--- src/rtl/dma_regs_pkg.sv ---
package dma_regs_pkg;

  // Strobes from the control decoder to the register datapath
  typedef struct packed {
    logic loadCnt;
    logic loadHi;
    logic loadLo;
    logic step;
  } ctlStrobes_t;

endpackage

--- src/rtl/dma_ctl.sv ---
module dma_ctl
  import dma_regs_pkg::*;
#(
  parameter int SEL_BIT = 14
) (
  input  logic        cntWrEn,
  input  logic        addrWrEn,
  input  logic        addrHalfSel,
  input  logic        xferDone,
  input  logic        termCount,
  output ctlStrobes_t strobes
);

  always_comb begin
    strobes.loadCnt = cntWrEn;
    // word-address bit SEL_BIT picks the upper half when high
    strobes.loadHi  = addrWrEn & addrHalfSel;
    strobes.loadLo  = addrWrEn & ~addrHalfSel;
    // any write in the same cycle drops the strobe; count zero blocks it
    strobes.step    = xferDone & ~cntWrEn & ~addrWrEn & ~termCount;
  end

endmodule

--- src/rtl/dma_dp.sv ---
module dma_dp
  import dma_regs_pkg::*;
#(
  parameter int DATA_W = 16,
  parameter int ADDR_W = 22,
  parameter int LO_TOP = 8,
  localparam int CNT_W = DATA_W - 2,
  localparam int HI_W  = ADDR_W - 1 - LO_TOP
) (
  input  logic              clk,
  input  logic              rst_n,
  input  ctlStrobes_t       strobes,
  input  logic [DATA_W-1:0] cntData,
  input  logic [HI_W-1:0]   hiSrc,
  input  logic [LO_TOP-1:0] loSrc,
  output logic [ADDR_W-1:0] addrQ,
  output logic [CNT_W-1:0]  cntQ,
  output logic              dirQ,
  output logic              enQ,
  output logic              termCount
);

  always_ff @(posedge clk) begin
    if (!rst_n) begin
      cntQ <= '0;
      dirQ <= 1'b0;
      enQ  <= 1'b0;
    end else if (strobes.loadCnt) begin
      cntQ <= cntData[CNT_W-1:0] + CNT_W'(1);
      dirQ <= cntData[CNT_W];
      enQ  <= cntData[CNT_W+1];
    end else if (strobes.step) begin
      cntQ <= cntQ - CNT_W'(1);
    end
  end

  always_ff @(posedge clk) begin
    if (!rst_n) begin
      addrQ <= '0;
    end else if (strobes.loadHi) begin
      addrQ[ADDR_W-1:LO_TOP+1] <= hiSrc;
    end else if (strobes.loadLo) begin
      addrQ[LO_TOP:1] <= loSrc;
    end else if (strobes.step) begin
      addrQ <= addrQ + ADDR_W'(2);
    end
  end

  assign termCount = (cntQ == '0);

  p_load_cnt_r2: assert property (@(posedge clk) disable iff (!rst_n)
    strobes.loadCnt |=> cntQ == CNT_W'($past(cntData[CNT_W-1:0]) + CNT_W'(1)));

  p_hi_keep_r4: assert property (@(posedge clk) disable iff (!rst_n)
    strobes.loadHi |=> addrQ[LO_TOP:1] == $past(addrQ[LO_TOP:1]));

  p_lo_keep_r5: assert property (@(posedge clk) disable iff (!rst_n)
    strobes.loadLo |=> addrQ[ADDR_W-1:LO_TOP+1] == $past(addrQ[ADDR_W-1:LO_TOP+1]));

  p_word_align_r6: assert property (@(posedge clk) disable iff (!rst_n)
    addrQ[0] == 1'b0);

  p_step_addr_r7: assert property (@(posedge clk) disable iff (!rst_n)
    strobes.step |=> addrQ == ADDR_W'($past(addrQ) + ADDR_W'(2)));

  p_step_cnt_r7: assert property (@(posedge clk) disable iff (!rst_n)
    strobes.step |=> cntQ == CNT_W'($past(cntQ) - CNT_W'(1)) && $stable(dirQ) && $stable(enQ));

  p_tc_idle_r8: assert property (@(posedge clk) disable iff (!rst_n)
    (cntQ == '0 && !strobes.loadCnt && !strobes.loadHi && !strobes.loadLo)
      |=> $stable(cntQ) && $stable(addrQ));

endmodule

--- src/rtl/dma_xfer_regs.sv ---
module dma_xfer_regs
  import dma_regs_pkg::*;
#(
  parameter int DATA_W = 16,
  parameter int ADDR_W = 22,
  parameter int LO_TOP = 8,
  localparam int CNT_W   = DATA_W - 2,
  localparam int HI_W    = ADDR_W - 1 - LO_TOP,
  localparam int SEL_BIT = HI_W + 1
) (
  input  logic               clk,
  input  logic               rst_n,
  input  logic               cntWrEn,
  input  logic [DATA_W-1:0]  cntWrData,
  input  logic               addrWrEn,
  input  logic [SEL_BIT:1]   cpuWordAddr,
  input  logic               xferDone,
  output logic [ADDR_W-1:0]  dmaAddr,
  output logic [CNT_W-1:0]   dmaCount,
  output logic [DATA_W-1:0]  countReadback,
  output logic               xferDir,
  output logic               xferEnable,
  output logic               termCount
);

  ctlStrobes_t strobes;

  dma_ctl #(.SEL_BIT(SEL_BIT)) u_ctl (
    .cntWrEn     (cntWrEn),
    .addrWrEn    (addrWrEn),
    .addrHalfSel (cpuWordAddr[SEL_BIT]),
    .xferDone    (xferDone),
    .termCount   (termCount),
    .strobes     (strobes)
  );

  dma_dp #(.DATA_W(DATA_W), .ADDR_W(ADDR_W), .LO_TOP(LO_TOP)) u_dp (
    .clk       (clk),
    .rst_n     (rst_n),
    .strobes   (strobes),
    .cntData   (cntWrData),
    .hiSrc     (cpuWordAddr[HI_W:1]),
    .loSrc     (cpuWordAddr[LO_TOP:1]),
    .addrQ     (dmaAddr),
    .cntQ      (dmaCount),
    .dirQ      (xferDir),
    .enQ       (xferEnable),
    .termCount (termCount)
  );

  // upper two readback bits read as ones
  assign countReadback = {2'b11, dmaCount};

endmodule

--- config.mk ---
export PLATFORM = sky130hd
export DESIGN_NAME = dma_xfer_regs
export DESIGN_NICKNAME = d
export VERILOG_FILES = /design/src/rtl/dma_regs_pkg.sv /design/src/rtl/dma_ctl.sv /design/src/rtl/dma_dp.sv /design/src/rtl/dma_xfer_regs.sv
export SDC_FILE = /design/constraint.sdc
export NUM_CORES = 1
export LEC_CHECK = 0
export ABC_AREA = 1
export BUFFER_PORTS_ARGS = -buffer_cell sky130_fd_sc_hd__buf_2
export CORE_ASPECT_RATIO = 1.25
export CORE_MARGIN = 2
export CORE_UTILIZATION = 47
export DETAILED_ROUTE_END_ITERATION = 7
export MAX_ROUTING_LAYER = met4
export PLACE_DENSITY = 0.75
export SYNTH_ARGS = -nofsm -noshare
export SYNTH_HDL_FRONTEND = slang
export SYNTH_SLANG_ARGS = --single-unit
--- constraint.sdc ---
create_clock -name clk -period 1.4 [get_ports clk]
set_input_delay 0.28 -clock clk [delete_from_list [all_inputs] [get_ports clk]]
set_output_delay 0.28 -clock clk [all_outputs]
set_load 0.02 [all_outputs]
==> impl_metrics.toml <==
[floorplanning]
io_pins = 90
dieArea_um2 = 6880
die_y_um = 92.3
core-area_um2 = 6090
initial_core_util = 0.481
rows = 32
die_w_um = 74.6

[sta]
fin_crit_ps = 1750
max_freq_mhz = 573
hold_viol_final = 0
fin_crit_sh = 1.25
finClkSkew_ps = 12.9
hold_ws_ps = 206
setup_viol = 36
grt_setup_unrepaired = "yes"
final.setup.tns_ps = -8350
slew_viol_final = 0
setup_ws_ps = -346

[finish]
antenna_cells = 0
stdcell_area_um2 = 4530
syn_to_final_growth_pct = 54.7
layout.nets = 657
final_layout_size_suffix_gt1_frac = 0.442

[logic_synthesis]
ys_types = 33
netlist_area_um2 = 2930
synth_edf_count = 0
synth_common_cells = "nand2_1 (129), nor2_1 (72), nand3_1 (52)"
async_flop_share = 0
synth_top_area_share = 0.253
ys.flop_type = "dfxtp_1"
synth_seq_area_share = 0.253
yosys-top-cells-area = "dfxtp_1 (25%), nand2_1 (17%), nor2_1 (9.2%)"
synth_top_area_cell = "dfxtp_1"
syn-instance-count = 483
synth_most_common_cell = "nand2_1"
ys_ff_latch = 37
yosys_warnings = 0
synth.avg_cell_area_um2 = 6.06

[worst_setup_path]
cp-start-kind = "flop"
crit_path_end_kind = "output pin"
crit_type = "reg2out"
cp_data_arrival_time_ps = 1470
cp_max_fo = 2
worstPathRequired_ps = 1120

[global_route]
grt_pass1_vias = 3673
grt_max_degree = 24
grt_overflow = 0
grt_pass1_wl_um = 16100
antenna_found_initial = 0
grt_usage = 0.308

[detailed_routing]
wire_per_inst_um = 15.1
avgViaCountPerCell = 5.32
drt_wl_total_um = 10600
dr.first_iter.drc_count = 238
drtAntennaViolNets = 0
post-route-drc-count = 0
vias = 3751
drtPass1Iterations = 5

[clock_network]
clk_latency_ps = 300
clock_sinks = 37
cts_max_path_buffers = 2
numCtsBuffers = 5
cts_max_level = 2
clkTransAtPathRegs_ps = 80
hold_buffers = 0
cts_root_buf = "clkbuf_8"
cts_tree = "yes"

[placed_design]
place_area_um2 = 3790
gp_congestion = 0.972
io_buffers = 86
hpwlAfterDp_um = 6980

[status]
status = "finished with violations"
failed_checks = "setup timing"

[power]
p_sw_frac = 0.372
combPwrFrac = 0.389
leakagePower_nw = 2.30
p_seq_frac = 0.334
power.switching_mw = 1.34
pwr_density_cell_nw_per_um2 = 796
p_int_mw = 2.27
clkPwrFrac = 0.277
ir_drop_mv = 0.449

[hold_path]
min_path_type = "in2reg"

[flow_run]
maxCapViolations = 0
## flip-flops by register name (all words and copies together) (netlist names)
name and count:
u_dp.dirQ 1, u_dp.enQ 1, u_dp.addrQ 21, u_dp.cntQ 14
## metrics by stage
stage / setup slack [ps] / util / std cells / total power [mW]
after floorplan: -80.8 / - / 484 / 1.94
after CTS: -377 / 0.715 / 704 / 3.48
after detailed placement: -197 / 0.622 / 686 / 2.34
after global routing: -395 / 0.744 / 705 / 3.75
after global placement: -103 / 0.622 / 686 / 2.32
final: -346 / 0.744 / 705 / 3.61
## worst max-delay path, stage by stage (launching register included)
cell and delay (ps):
dfxtp_2 330, inv_2 70, ha_4 150, nand3_4 90, nor2_8 120, nand4_1 140
nor2_2 150, buf_6 120
## final timing paths
path | startpoint | to | slack [ps] | cells after the start
max | u_dp.cntQ[0]$_SDFFE_PN0P_ | termCount | -350 | 7
min | cntWrData[15] | u_dp.enQ$_SDFFE_PN0P_ | 210 | 3
max reg2reg | u_dp.cntQ[1]$_SDFFE_PN0P_ | u_dp.addrQ[3]$_SDFFE_PN0P_ | -320 | 11
min reg2reg | u_dp.enQ$_SDFFE_PN0P_ | u_dp.enQ$_SDFFE_PN0P_ | 510 | 2
## cell type report
| cell class | instances | area, um2 |
|---|---|---|
| clock buffer | 7 | 86.3 |
| clock inverter | 1 | 30.0 |
| fill | 476 | 1560 |
| inverter | 51 | 235 |
| multi-input combinational | 369 | 2280 |
| sequential | 37 | 756 |
| tap | 85 | 106 |
| timing repair buffer | 154 | 1020 |
| timing repair inverter | 1 | 16.3 |
## power groups by stage
| stage | Combinational [mW] | Sequential [mW] | Clock [mW] |
|---|---|---|---|
| floorplan | 0.608 | 1.33 | 0 |
| global placement | 1.10 | 1.22 | 0 |
| detailed placement | 1.12 | 1.22 | 0 |
| CTS | 1.29 | 1.20 | 0.994 |
| global route | 1.51 | 1.21 | 1.03 |
| finish | 1.40 | 1.21 | 0.998 |
## routing by layer
metal / track usage / vias up / wire, um
met2: 0.569 / 187 / 5660
li1: - / 1800 / -
met5: - / - / 0
met3: 0.0363 / 50 / 638
met4: 0.165 / 0 / 541
met1: 0.301 / 1714 / 3810
## cell families (layout without fill, tap and decap cells)
group / count (synthesis) / in the layout / synth area share
AO/OA/AOI/OAI: 61 / 61 / 0.113
AND/OR/NAND/NOR: 281 / 283 / 0.427
flip-flops: 37 / 37 / 0.253
multiplexers: 1 / 1 / 0.00342
XOR/XNOR: 18 / 18 / 0.0538
adder cells (fa/ha/maj): 3 / 3 / 0.0128
buffers and inverters: 80 / 214 / 0.135
other: 2 / 3 / 0.00256
## cell usage in the layout, fill, tap and decap left out, drive strengths merged
cell | Yosys | final
mux2i | 1 | 1
o21ai | 24 | 24
buf | 22 | 154
o21bai | 3 | 3
dfxtp | 37 | 37
nand2 | 133 | 135
inv | 50 | 49
nand3 | 55 | 55
conb | 2 | 3
nor2 | 78 | 78
ha | 3 | 3
bufinv | 0 | 1
xor2 | 12 | 12
clkbuf | 7 | 7
nand4 | 6 | 6
nand3b | 3 | 3
o21a | 6 | 6
a21boi | 1 | 1
nor3 | 6 | 6
xnor2 | 6 | 6
clkinv | 1 | 3
a21oi | 27 | 27
## timing repair
item	4_1_cts	5_1_grt
endpoints found under the setup margin	36	36
cloned	4	0
pin swaps	26	23
buffers inserted	6	3
resized for setup	85	52
(Power assumes the default switching activity.)
